**src/rtl/uart_tx_pkg.sv**
```systemverilog
package uart_tx_pkg;

   localparam int LEN_W = 4;

   typedef enum logic [1:0] {
      PAR_NONE     = 2'b00,
      PAR_EVEN     = 2'b01,
      PAR_ODD      = 2'b10,
      PAR_NONE_ALT = 2'b11
   } par_e;

   function automatic logic par_active(input par_e p);
      return (p == PAR_EVEN) || (p == PAR_ODD);
   endfunction

endpackage

```
**src/rtl/uart_tx_baud.sv**
```systemverilog
module uart_tx_baud #(
   parameter int DIV_W = 16
) (
   input  logic             clk,
   input  logic             rst_n,
   input  logic             restart_i,
   input  logic             run_i,
   input  logic [DIV_W-1:0] div_i,
   output logic             tick_o
);

   if (DIV_W < 1) begin : g_bad_div
      $error("uart_tx_baud: DIV_W must be at least 1");
   end

   logic [DIV_W-1:0] cnt_q;
   logic [DIV_W-1:0] eff;
   logic             at_end;

   always_comb begin
      eff    = (div_i == '0) ? DIV_W'(1) : div_i;
      at_end = (cnt_q == eff - DIV_W'(1));
   end

   assign tick_o = run_i && at_end;

   always_ff @(posedge clk or negedge rst_n) begin
      if (!rst_n) begin
         cnt_q <= '0;
      end else if (restart_i) begin
         cnt_q <= '0;
      end else if (run_i) begin
         if (at_end) cnt_q <= '0;
         else        cnt_q <= cnt_q + DIV_W'(1);
      end
   end


   cnt_in_range_chk: assert property (@(posedge clk) disable iff (!rst_n)
      run_i |-> (cnt_q < eff));


   restart_zero_chk: assert property (@(posedge clk) disable iff (!rst_n)
      restart_i |=> (cnt_q == '0));

endmodule

```
**src/rtl/uart_tx_framer.sv**
```systemverilog
module uart_tx_framer
   import uart_tx_pkg::*;
#(
   parameter int MIN_LEN   = 5,
   parameter int MAX_LEN   = 9,
   parameter bit PARITY_EN = 1'b1,
   localparam int FRAME_W  = MAX_LEN + 4,
   localparam int CNT_W    = $clog2(FRAME_W + 1)
) (
   input  logic [MAX_LEN-1:0] data_i,
   input  logic [LEN_W-1:0]   len_i,
   input  par_e               par_i,
   input  logic               stop2_i,
   output logic [FRAME_W-1:0] frame_o,
   output logic [CNT_W-1:0]   nbits_o
);

   int          len_eff;
   logic        has_par;
   logic        par_bit;
   logic [MAX_LEN-1:0] mask;

   always_comb begin
      if (int'(len_i) < MIN_LEN)      len_eff = MIN_LEN;
      else if (int'(len_i) > MAX_LEN) len_eff = MAX_LEN;
      else                            len_eff = int'(len_i);
      for (int i = 0; i < MAX_LEN; i++) begin
         mask[i] = (i < len_eff);
      end
   end

   if (PARITY_EN) begin : g_par
      always_comb begin
         has_par = par_active(par_i);
         par_bit = (^(data_i & mask)) ^ (par_i == PAR_ODD);
      end
   end else begin : g_nopar
      always_comb begin
         has_par = 1'b0;
         par_bit = 1'b0;
      end
   end

   always_comb begin
      frame_o    = '1;
      frame_o[0] = 1'b0;
      for (int i = 0; i < MAX_LEN; i++) begin
         if (mask[i]) frame_o[1+i] = data_i[i];
      end
      if (has_par) frame_o[1+len_eff] = par_bit;
      nbits_o = CNT_W'(1 + len_eff + (has_par ? 1 : 0) + (stop2_i ? 2 : 1));
   end

endmodule

```
**src/rtl/uart_tx_seq.sv**
```systemverilog
module uart_tx_seq #(
   parameter int FRAME_W = 13,
   localparam int CNT_W  = $clog2(FRAME_W + 1)
) (
   input  logic               clk,
   input  logic               rst_n,
   input  logic               accept_i,
   input  logic [FRAME_W-1:0] frame_i,
   input  logic [CNT_W-1:0]   nbits_i,
   input  logic               tick_i,
   output logic               tx_o,
   output logic               busy_o,
   output logic               last_o
);

   logic [FRAME_W-1:0] sh_q;
   logic [CNT_W-1:0]   rem_q;
   logic               busy_q;
   logic               tx_q;

   assign last_o = busy_q && (rem_q == CNT_W'(1));
   assign tx_o   = tx_q;
   assign busy_o = busy_q;

   always_ff @(posedge clk or negedge rst_n) begin
      if (!rst_n) begin
         sh_q   <= '1;
         rem_q  <= '0;
         busy_q <= 1'b0;
         tx_q   <= 1'b1;
      end else if (accept_i) begin
         sh_q   <= frame_i;
         rem_q  <= nbits_i;
         busy_q <= 1'b1;
         tx_q   <= frame_i[0];
      end else if (busy_q && tick_i) begin
         if (last_o) begin
            busy_q <= 1'b0;
            rem_q  <= '0;
            tx_q   <= 1'b1;
            sh_q   <= '1;
         end else begin
            sh_q  <= {1'b1, sh_q[FRAME_W-1:1]};
            tx_q  <= sh_q[1];
            rem_q <= rem_q - CNT_W'(1);
         end
      end
   end


   idle_high_chk: assert property (@(posedge clk) disable iff (!rst_n)
      !busy_q |-> tx_q);


   start_low_chk: assert property (@(posedge clk) disable iff (!rst_n)
      accept_i |=> (!tx_q && busy_q));


   last_is_stop_chk: assert property (@(posedge clk) disable iff (!rst_n)
      last_o |-> tx_q);


   hold_between_ticks_chk: assert property (@(posedge clk) disable iff (!rst_n)
      (!tick_i && !accept_i) |=> $stable(tx_q));


   rem_bound_chk: assert property (@(posedge clk) disable iff (!rst_n)
      rem_q <= CNT_W'(FRAME_W));

endmodule

```
**src/rtl/cfg_uart_tx.sv**
```systemverilog
module cfg_uart_tx
   import uart_tx_pkg::*;
#(
   parameter int MIN_LEN   = 5,
   parameter int MAX_LEN   = 9,
   parameter int DIV_W     = 16,
   parameter bit PARITY_EN = 1'b1
) (
   input  logic               clk,
   input  logic               rst_n,
   input  logic               valid_i,
   output logic               ready_o,
   input  logic [MAX_LEN-1:0] data_i,
   input  logic [LEN_W-1:0]   len_i,
   input  logic [1:0]         parity_i,
   input  logic               stop2_i,
   input  logic [DIV_W-1:0]   divisor_i,
   output logic               tx_o,
   output logic               busy_o
);

   localparam int FRAME_W = MAX_LEN + 4;
   localparam int CNT_W   = $clog2(FRAME_W + 1);

   if (MIN_LEN < 1 || MAX_LEN < MIN_LEN || MAX_LEN >= (1 << LEN_W)) begin : g_bad_len
      $error("cfg_uart_tx: length range does not fit the length code");
   end

   logic               accept;
   logic               tick;
   logic               last;
   logic               busy;
   logic [DIV_W-1:0]   div_q;
   logic [FRAME_W-1:0] frame;
   logic [CNT_W-1:0]   nbits;

   assign ready_o = !busy || (last && tick);
   assign accept  = valid_i && ready_o;
   assign busy_o  = busy;

   always_ff @(posedge clk or negedge rst_n) begin
      if (!rst_n)      div_q <= DIV_W'(1);
      else if (accept) div_q <= divisor_i;
   end

   uart_tx_framer #(
      .MIN_LEN  (MIN_LEN),
      .MAX_LEN  (MAX_LEN),
      .PARITY_EN(PARITY_EN)
   ) u_framer (
      .data_i (data_i),
      .len_i  (len_i),
      .par_i  (par_e'(parity_i)),
      .stop2_i(stop2_i),
      .frame_o(frame),
      .nbits_o(nbits)
   );

   uart_tx_baud #(.DIV_W(DIV_W)) u_baud (
      .clk      (clk),
      .rst_n    (rst_n),
      .restart_i(accept),
      .run_i    (busy),
      .div_i    (div_q),
      .tick_o   (tick)
   );

   uart_tx_seq #(.FRAME_W(FRAME_W)) u_seq (
      .clk     (clk),
      .rst_n   (rst_n),
      .accept_i(accept),
      .frame_i (frame),
      .nbits_i (nbits),
      .tick_i  (tick),
      .tx_o    (tx_o),
      .busy_o  (busy),
      .last_o  (last)
   );


   div_held_chk: assert property (@(posedge clk) disable iff (!rst_n)
      (busy && !accept) |=> $stable(div_q));


   ready_drops_chk: assert property (@(posedge clk) disable iff (!rst_n)
      accept |=> (busy_o && !ready_o));


   ready_mid_frame_chk: assert property (@(posedge clk) disable iff (!rst_n)
      (busy && !last) |-> !ready_o);

endmodule

```
**config.mk**
```make
export PLATFORM = sky130hd
export DESIGN_NAME = cfg_uart_tx
export DESIGN_NICKNAME = d
export VERILOG_FILES = /design/src/rtl/uart_tx_pkg.sv /design/src/rtl/uart_tx_baud.sv /design/src/rtl/uart_tx_framer.sv /design/src/rtl/uart_tx_seq.sv /design/src/rtl/cfg_uart_tx.sv
export SDC_FILE = /design/constraint.sdc
export NUM_CORES = 1
export LEC_CHECK = 0
export ABC_AREA = 1
export BUFFER_PORTS_ARGS = -buffer_cell sky130_fd_sc_hd__buf_4
export CAP_MARGIN = 20
export CORE_ASPECT_RATIO = 0.75
export CORE_MARGIN = 2
export CORE_UTILIZATION = 45
export CTS_CLUSTER_DIAMETER = 60
export DETAILED_ROUTE_END_ITERATION = 7
export PLACE_DENSITY = 0.68
export SLEW_MARGIN = 30
export SYNTH_ARGS = -nofsm -noshare
export SYNTH_HDL_FRONTEND = slang
export SYNTH_SLANG_ARGS = --single-unit
```
**constraint.sdc**
```tcl
create_clock -name clk -period 2.7 [get_ports clk]
set_input_delay 0 -clock clk [delete_from_list [all_inputs] [get_ports clk]]
set_output_delay 0 -clock clk [all_outputs]
set_load 0.02 [all_outputs]
```
; Yosys cells after proc, flatten, opt, wreduce, memory -nomap -nowiden
; Cells that the tools add are included.
[totals]
output_inout_bits = 3
register_bits = 51
word_cells = 79
[op_classes]
n_mux = 33
n_lt_le_gt_ge = 13
bitwise = 2
n_reduce_logical = 15
n_eq_ne = 4
addsub = 6
[op_table]
columns = operator, n
row1 = less-than comparator 4 x 32 -> 1 bit (first input constant), 4
row2 = less-than comparator 3 x 32 -> 1 bit (first input constant), 2
row3 = two-way mux 16 bit, 4
row4 = two-way mux 13 bit, 3
row5 = adder 2 x 32 -> 32 bit (first input constant), 1
row6 = >= comparator 32 x 1 -> 1 bit (second input constant), 1
row7 = less-than comparator 1 x 32 -> 1 bit (first input constant), 1
row8 = less-than comparator 2 x 32 -> 1 bit (first input constant), 1
row9 = less-than comparator 32 x 6 -> 1 bit (second input constant), 1
row10 = less-than comparator 5 x 32 -> 1 bit (first input constant), 1
row11 = two-way mux 32 bit, 1
row12 = two-way mux 1 bit, 17
row13 = adder 16 x 1 -> 16 bit (second input constant), 1
row14 = == test 16 bit, 1
row15 = zero test 16 bit, 1
row16 = two-way mux 4 bit, 4
row17 = subtractor 16 x 1 -> 16 bit (second input constant), 1
row18 = bitwise mux 13 bit, 1
row19 = two-way mux 12 bit, 1
row20 = AND 9 bit, 1
row21 = XOR reduction 9 bit, 1
row22 = adder 4 bit, 2
row23 = logical AND 1 bit, 6
row24 = nonzero test 2 bit, 3
row25 = 12 further kinds, 13

; Logic depth before layout (Yosys ltp)
; Gate-level depths: netlist (run 1).
[logic_depth]
word_depth = 11
mapped_depth = 24

; Modules after synthesis
; Synthesis (run 1) repeated with hierarchy kept, for this count alone.
[unflattened]
hier_cells = 627
area_unflattened_um2 = 4404.2
[modules_own_cells]
columns = mod, instances, area_each_um2, cells_per_inst
row1 = uart_tx_baud, 1, 1906.8, 297
row2 = uart_tx_seq, 1, 994.7, 104
row3 = uart_tx_framer, 1, 834.6, 154
row4 = cfg_uart_tx, 1, 668.1, 72

; Worst setup path after synthesis (run 1)
; No wires, ideal clock.
[synth_timing]
kind = register to register
start = register div_q[6]
end = register u_seq.rem_q[0]
t_arrival_ns = 2.545
stages_incl_launch_ff = 22
synth_period_minus_slack_ns = 2.661
setup_slack_ns = 0.039
setup_ns = 0.116
required_time_ns = 2.584
cell_sequence = dfrtp_1 > nor2_1 > nand2_4 > nor2_4 > nand2_4 > nand2_4 > inv_2 > ha_1 > nand2_2 > xor2_1 > or2_2 > nand2_1 > nor2_1 > nand3_1 > nor2_1 > nand2_2 > nand2_4 > nand2_4 > clkinv_4 > buf_8 > nand2_1 > nand2_1
[synth_between]
elab_chain_cells = 9
word_cells_on_any_way = 11
cone_classes = add/sub: 1 / eq/ne: 1 / mux: 2 / reduce/logical: 7
[synth_rtl]
columns = element, line
row1 = from (decl), cfg_uart_tx.sv:33  ; logic [DIV_W-1:0] div_q;
row2 = from (signal assigned), cfg_uart_tx.sv:43  ; else if (accept) div_q <= divisor_i;
row3 = zero test 16 bit, uart_tx_baud.sv:21  ; eff = (div_i == '0) ? DIV_W'(1) : div_i;
row4 = two-way mux 16 bit *, uart_tx_baud.sv:21
row5 = subtractor 16 x 1 -> 16 bit *, uart_tx_baud.sv:22  ; at_end = (cnt_q == eff - DIV_W'(1));
row6 = == test 16 bit *, uart_tx_baud.sv:22
row7 = logical AND 1 bit *, uart_tx_baud.sv:25  ; assign tick_o = run_i && at_end;
row8 = logical AND 1 bit, cfg_uart_tx.sv:37  ; assign ready_o = !busy || (last && tick);
row9 = logical OR 1 bit, cfg_uart_tx.sv:37
row10 = logical AND 1 bit, cfg_uart_tx.sv:38  ; assign accept = valid_i && ready_o;
row11 = two-way mux 4 bit or nonzero test 2 bit (tied branches), -
row12 = to (signal assigned), uart_tx_seq.sv:33  ; rem_q <= nbits_i;
row13 = to (signal assigned), uart_tx_seq.sv:45  ; rem_q <= rem_q - CNT_W'(1);
row14 = to (decl), uart_tx_seq.sv:17  ; logic [CNT_W-1:0] rem_q;
; Every way passes the cells marked *; elsewhere a longest branch is shown, timed or not.
; A chain may end at the register's enable or synchronous reset.

; Worst setup path after layout (run 1)
[layout_timing]
start = register div_q[0]
end = output port ready_o
[layout_between]
elab_chain_cells = 7
[layout_rtl]
columns = element, line
row1 = zero test 16 bit, uart_tx_baud.sv:21
row2 = two-way mux 16 bit *, uart_tx_baud.sv:21
row3 = subtractor 16 x 1 -> 16 bit *, uart_tx_baud.sv:22
row4 = == test 16 bit *, uart_tx_baud.sv:22
row5 = logical AND 1 bit *, uart_tx_baud.sv:25
row6 = logical AND 1 bit *, cfg_uart_tx.sv:37
row7 = logical OR 1 bit *, cfg_uart_tx.sv:37
row8 = to (decl), cfg_uart_tx.sv:12  ; output logic ready_o,
; Marked as above.

==> run_results.csv, run 1 <==
group,metric,value,unit
setup_path,r2r-start,"div_q[0]",
hold_path,min_from,"divisor_i[15]",
layout,drive_gt1_frac,0.276,
die,initial_utilization,0.466,
run,maxCapViolCount,0,
clocking,clk_latency,0.29,ns
placed_design,dp_hpwl,8.11,mm
layout,antenna_cells,0,
yosys,synth_top_area_share,0.227,
setup_path,cp_num_cells,19,
route,first_pass_iters,5,
sta,clock_skew,0.00490,ns
hold_path,hp-class,"input pin to flop",
sta,slew_headroom,0.572,
die,die_h,85.4,um
setup_path,rrSetupSlack,-0.03,ns
yosys,synth.avg_cell_area,7.17,sq um
sta,finalSetupViolations,13,
yosys,yosys_register_bits,50,
grt,grt_overflow_total,0,
sta,maxSlewViolCount,0,
placed_design,portBuffers,37,
sta,hold_violations,1,
setup_path,path_delay_family,"simple AND/OR/NAND/NOR gates",
outcome,outcome,"finished, violations left",
grt,grt.total_usage,0.234,
pwr,max-vdd-ir-drop,0.000252,V
setup_path,critPathArrivalTime,2.75,ns
yosys,syn_nets,603,
grt,grt_max_degree,51,
clocking,path_clk_slew,0.06,ns
yosys,synthTopCellsByArea,"dfrtp_1, nand2_1, dfstp_2",
die,core,8530,sq um
pwr,power,1.62,mW
outcome,violations,"negative hold slack, negative setup slack",
clocking,h-tree-depth,2,
setup_path,r2r-end,"u_seq.sh_q[11]",
hold_path,hold_path_end,"div_q[15]",
hold_path,whs_path_depth,3,
pwr,power.density,318,nW/um^2
setup_path,cp_max_fo,8,
sta,tightest_slew,0.642,ns
clocking,clock-root-buffer,"clkbuf_16",
die,die_x,113,um
die,io_pins,38,
layout,fin_nets,693,
setup_path,r2r_cells,22,
grt,grt_pass1_wl,17.9,mm
sta,setup_tns,-0.200,ns
yosys,yosysSeqAreaShare,0.319,
setup_path,cp_data_required_time,2.70,ns
placed_design,dp_slack,-0.200,ns
setup_path,slowest_stage,"dfstp_2",
clocking,cts_made_buffers,5,
pwr,power.leakage,2.45,nW
yosys,syn_inst,554,
route,wl_per_cell,14.5,um
route,drt_iter0_drc,315,
sta,holdWs,-0.000861,ns
grt,grt_pass1_vias,3752,
setup_path,crit_type,"flop to output pin",
route,vias,3921,
route,drc,0,
placed_design,place_area,4590,sq um
sta,grt_setup_unrepaired,"true",
sta,finalCritPeriodShare,1.02,
layout,design_area,5080,sq um
setup_path,cp_common_cell,"nand2_4",
grt,antenna_found_initial,0,
yosys,syn_area,3970,sq um
sta,period_needed,2.75,ns
setup_path,crit_path_end_kind,"output pin",
placed_design,gp_congestion,0.931,
setup_path,cp-start-kind,"flop",
layout,syn2layout_area_growth,27.9,%
setup_path,cp_num_buf_inv,3,
clocking,clk_path_buf_depth,2,
route,routed_wl,10.9,mm
die,rows,29,
sta,setup_ws,-0.0518,ns
route,final_antenna_net_count,0,
setup_path,critPathLaunch,"div_q[0]",
clocking,cts_tree,"yes",
yosys,yosysWarnings,0,
yosys,ys_types,38,
layout,final_util,0.596,
die,fp.dieArea,9610,sq um
yosys,yosysTopAreaCell,"dfrtp_1",
clocking,clock_sinks,50,
setup_path,crit_chain,"nor2_2 > nand2_2 > nor2_4 > nand2_4 > nand2_4 > inv_4 > ha_4 > nand2_4 > nor2_4 > nand4_1 > nand2_1 > nand2_1 > nor2_1 > nand2_1 > nor2_1 > nand3_1 > nand2_4 > buf_6 > buf_6",
setup_path,critPathMaxStageDelay,0.54,ns
route,vias_per_cell,5.21,
sta,fmax,363,MHz
## cells in the final DEF, fill, tap and decap left out, drive strengths merged, types with 12 or more instances in the layout
cell type	Yosys	final
nand3	69	69
or2	15	15
dlygate4sd3	0	15
o21ai	25	25
buf	8	81
dfrtp	36	36
nor2	59	59
inv	61	62
ha	12	12
xor2	26	26
dfstp	14	14
o22ai	14	14
nand2	161	161
## stage by stage
stage               hold WS, ns  instances
floorplan                -0.296        554
global placement         0.0594        723
detailed placement       0.0699        723
CTS                     0.00690        749
global route             0.0184        753
finish                -0.000861        753
## area by class of cell
type | count | area, sq um
timing repair buffer | 97 | 818
sequential | 50 | 1270
clock buffer | 6 | 139
tap | 108 | 135
clock inverter | 2 | 12.5
fill | 718 | 3440
multi-input combinational | 428 | 2470
inverter | 62 | 243
## sequential cells by signal (all words and copies together) (netlist names)
name and count:
div_q 16, u_baud.cnt_q 16, u_seq.busy_o 1, u_seq.rem_q 4, u_seq.sh_q 12, u_seq.tx_o 1
## tightest hold or removal path, cell delays in order
cell and delay (ns):
buf_4 0.08, nand3_1 0.09, nand2_1 0.08
## synthesized netlist by cell type, drive strengths merged
master and number:
a21oi 9, and2 1, buf 8, clkbuf 6
clkinv 1, dfrtp 36, dfstp 14, fa 2
ha 12, inv 61, nand2 161, nand3 69
nand3b 4, nand4 7, nor2 59, nor3 10
nor4 1, o21a 1, o21ai 25, o21bai 1
o22ai 14, o32ai 1, or2 15, xnor2 10
xor2 26
## worst max path at each step
| stage | endpoint | slack, ns |
|---|---|---|
| floorplan | u_seq.rem_q[0] | 0.04 |
| CTS | u_seq.tx_o | -0.02 |
| detailed placement | div_q[2] | -0.20 |
| global route | ready_o | -0.21 |
| global placement | div_q[6] | -0.09 |
| finish | ready_o | -0.05 |
## power by group
group          internal (mW)  switching, mW  leakage, nW
sequential             0.750              0        0.596
combinational         0.0907          0.126         1.78
clock                  0.367          0.282       0.0729
total                   1.21          0.407         2.45
## metal layers
metal / up-vias / share of wire / track usage
met5: - / 0 / 0
met2: 136 / 0.42 / 0.346
met3: 13 / 0.069 / 0.0429
met4: 0 / 0.013 / 0.0632
li1: 1961 / - / -
met1: 1811 / 0.49 / 0.350
## cells by family after synthesis
| logic type | share of synthesized area |
|---|---|
| and+or+nand+nor | 0.392 |
| AOI/OAI and AO/OA | 0.0784 |
| DFF | 0.319 |
| xor gates and xnor gates | 0.0793 |
| buffers and inverters | 0.0828 |
| adders and majority gates | 0.0479 |
## what timing repair did
item                                   4_1_cts  5_1_grt
hold buffers                                15        0
endpoints found under the hold margin       50        0
setup buffers                                3        3
setup endpoints to repair                   49       50
cloned                                       0        1
gates resized for setup                     15       16
pin swaps                                    9       11
(Power assumes the default switching activity.)
==> run 2: changes to the inputs <==
==> constraint.sdc (replaced) <==
create_clock -name clk -period 2.27 [get_ports clk]
set_input_delay 0 -clock clk [delete_from_list [all_inputs] [get_ports clk]]
set_output_delay 0 -clock clk [all_outputs]
set_load 0.02 [all_outputs]
==> run 2 against run 1 <==
  * Clock skew rose by 0.0016 ns
  * Final cell count rose by 3.6%
  * Non-clock buffer count rose by 27
  * Sequential share of layout area fell by 1.8 points
  * Total power rose by 23%
  * The run ends with negative setup slack left
  * Clock power rose by 24%
  * Critical endpoint unchanged
  * Global-route usage rose by 1.2 points
  * Largest power group unchanged
  * Via count rose by 2.4%
  * Die area did not move
  * Sequential cell count did not move
==> run_results.csv, run 2 (synthesis gave the netlist of run 1 again) <==
group,metric,value,unit
route,routed_wl,11.6,mm
sta,setup_ws,-0.477,ns
placed_design,dp_slack,-0.399,ns
setup_path,cp_data_required_time,2.27,ns
clocking,cts_tree,"yes",
route,wl_per_cell,14.9,um
die,io_pins,38,
sta,slew_headroom,0.570,
clocking,clock-root-buffer,"clkbuf_16",
sta,hold_violations,0,
layout,fill_cells,725,
setup_path,critPathArrivalTime,2.75,ns
layout,antenna_cells,0,
hold_path,whs_path_depth,3,
route,drt_iter0_drc,314,
die,initial_utilization,0.466,
grt,antenna_found_initial,0,
layout,drive_gt1_frac,0.329,
setup_path,cp-start-kind,"flop",
pwr,power.density,362,nW/um^2
setup_path,crit_type,"flop to output pin",
clocking,cts_made_buffers,5,
grt,grt_pass1_wl,19.1,mm
setup_path,crit_path_end_kind,"output pin",
clocking,clk_latency,0.29,ns
die,die_x,113,um
clocking,clk_path_buf_depth,2,
layout,design_area,5490,sq um
sta,grt_setup_unrepaired,"true",
die,die_h,85.4,um
grt,grt_overflow_total,0,
die,core,8530,sq um
layout,fin_nets,720,
sta,period_needed,2.75,ns
outcome,violations,"negative setup slack",
setup_path,r2r-start,"div_q[0]",
die,fp.dieArea,9610,sq um
pwr,power.leakage,2.60,nW
sta,fmax,364,MHz
die,rows,29,
sta,maxSlewViolCount,0,
route,vias,4017,
grt,grt.total_usage,0.246,
route,first_pass_iters,5,
hold_path,hold_path_end,"div_q[14]",
outcome,outcome,"finished, violations left",
layout,syn2layout_area_growth,38.1,%
hold_path,min_from,"divisor_i[14]",
pwr,max-vdd-ir-drop,0.000260,V
placed_design,place_area,4770,sq um
setup_path,rrSetupSlack,-0.46,ns
clocking,path_clk_slew,0.06,ns
setup_path,cp_max_fo,6,
layout,reg_top3,"div_q: 16 flops, u_baud.cnt_q: 16 flops, u_seq.sh_q: 12 flops",
route,vias_per_cell,5.15,
clocking,clock_sinks,50,
layout,final_common_cell,"nand2_1",
run,maxCapViolCount,0,
pwr,power,1.99,mW
sta,clock_skew,0.00652,ns
placed_design,portBuffers,37,
route,final_antenna_net_count,0,
grt,grt_pass1_vias,3815,
layout,layout_common_cells,"nand2_1, buf_4, inv_1",
sta,holdWs,0.0255,ns
sta,setup_tns,-19.78,ns
grt,grt_max_degree,51,
setup_path,r2r_cells,23,
hold_path,hp-class,"input pin to flop",
placed_design,dp_hpwl,8.57,mm
route,drc,0,
placed_design,gp_congestion,0.975,
sta,finalSetupViolations,51,
clocking,h-tree-depth,2,
sta,tightest_slew,0.645,ns
sta,finalCritPeriodShare,1.21,
setup_path,r2r-end,"u_seq.rem_q[0]",
==> run 2: final cells by class <==
type                       count  area (sq um)  area share
multi-input combinational    428          2600       0.474
clock inverter                 1          7.51     0.00137
timing repair buffer         124          1070       0.196
sequential                    50          1270       0.231
inverter                      62           248      0.0451
clock buffer                   7           154      0.0280
tap                          108           135      0.0246
==> run 2: critical path, stage by stage, from the launching register on <==
cell     delay (ns)
dfstp_2        0.56
nor2_4         0.04
nand2_2        0.10
nor2_4         0.04
nand2_4        0.06
nand2_4        0.06
inv_4          0.06
ha_4           0.16
nand2_4        0.07
nor2_4         0.16
nand4_1        0.16
nand2_2        0.12
nand2_1        0.05
nor2_1         0.09
nand2_1        0.07
nor2_2         0.15
nand3_2        0.10
nand2_4        0.15
buf_12         0.14
buf_6          0.11
==> run 2: report_power, final <==
group / switching [mW] / internal [mW] / total, mW
sequential: 0 / 0.892 / 0.892
combinational: 0.163 / 0.132 / 0.295
clock: 0.325 / 0.476 / 0.802
==> run 2: layer usage <==
layer,part of all wire,wire (um),track usage,up-vias
li1,-,-,-,2006
met1,0.50,5860,0.385,1897
met2,0.44,5080,0.371,110
met3,0.054,631,0.0343,4
met4,0.0040,47,0.0288,0
met5,0,0,0,-
==> run 2: metrics by stage <==
step | cells | util
2_1_floorplan | 554 | -
3_3_place_gp | 741 | 0.560
3_5_place_dp | 741 | 0.560
4_1_cts | 777 | 0.630
5_1_grt | 780 | 0.644
6_report | 780 | 0.644
==> run 2: worst max-delay path by stage <==
stage / startpoint / cells after the start / to
global route: div_q[0] / 19 / ready_o
detailed placement: div_q[0] / 21 / u_seq.sh_q[5]
CTS: div_q[0] / 24 / u_seq.sh_q[1]
finish: div_q[0] / 19 / ready_o
global placement: div_q[0] / 21 / u_seq.tx_o
floorplan: div_q[3] / 21 / u_seq.rem_q[0]
==> run 2: repair_timing <==
item | in CTS | in global routing
endpoints found under the setup margin | 51 | 51
hold endpoints to repair | 51 | 0
cloned | 3 | 0
buffers inserted | 9 | 6
hold buffers | 16 | 0
gates resized for setup | 33 | 36
pin swaps | 14 | 24
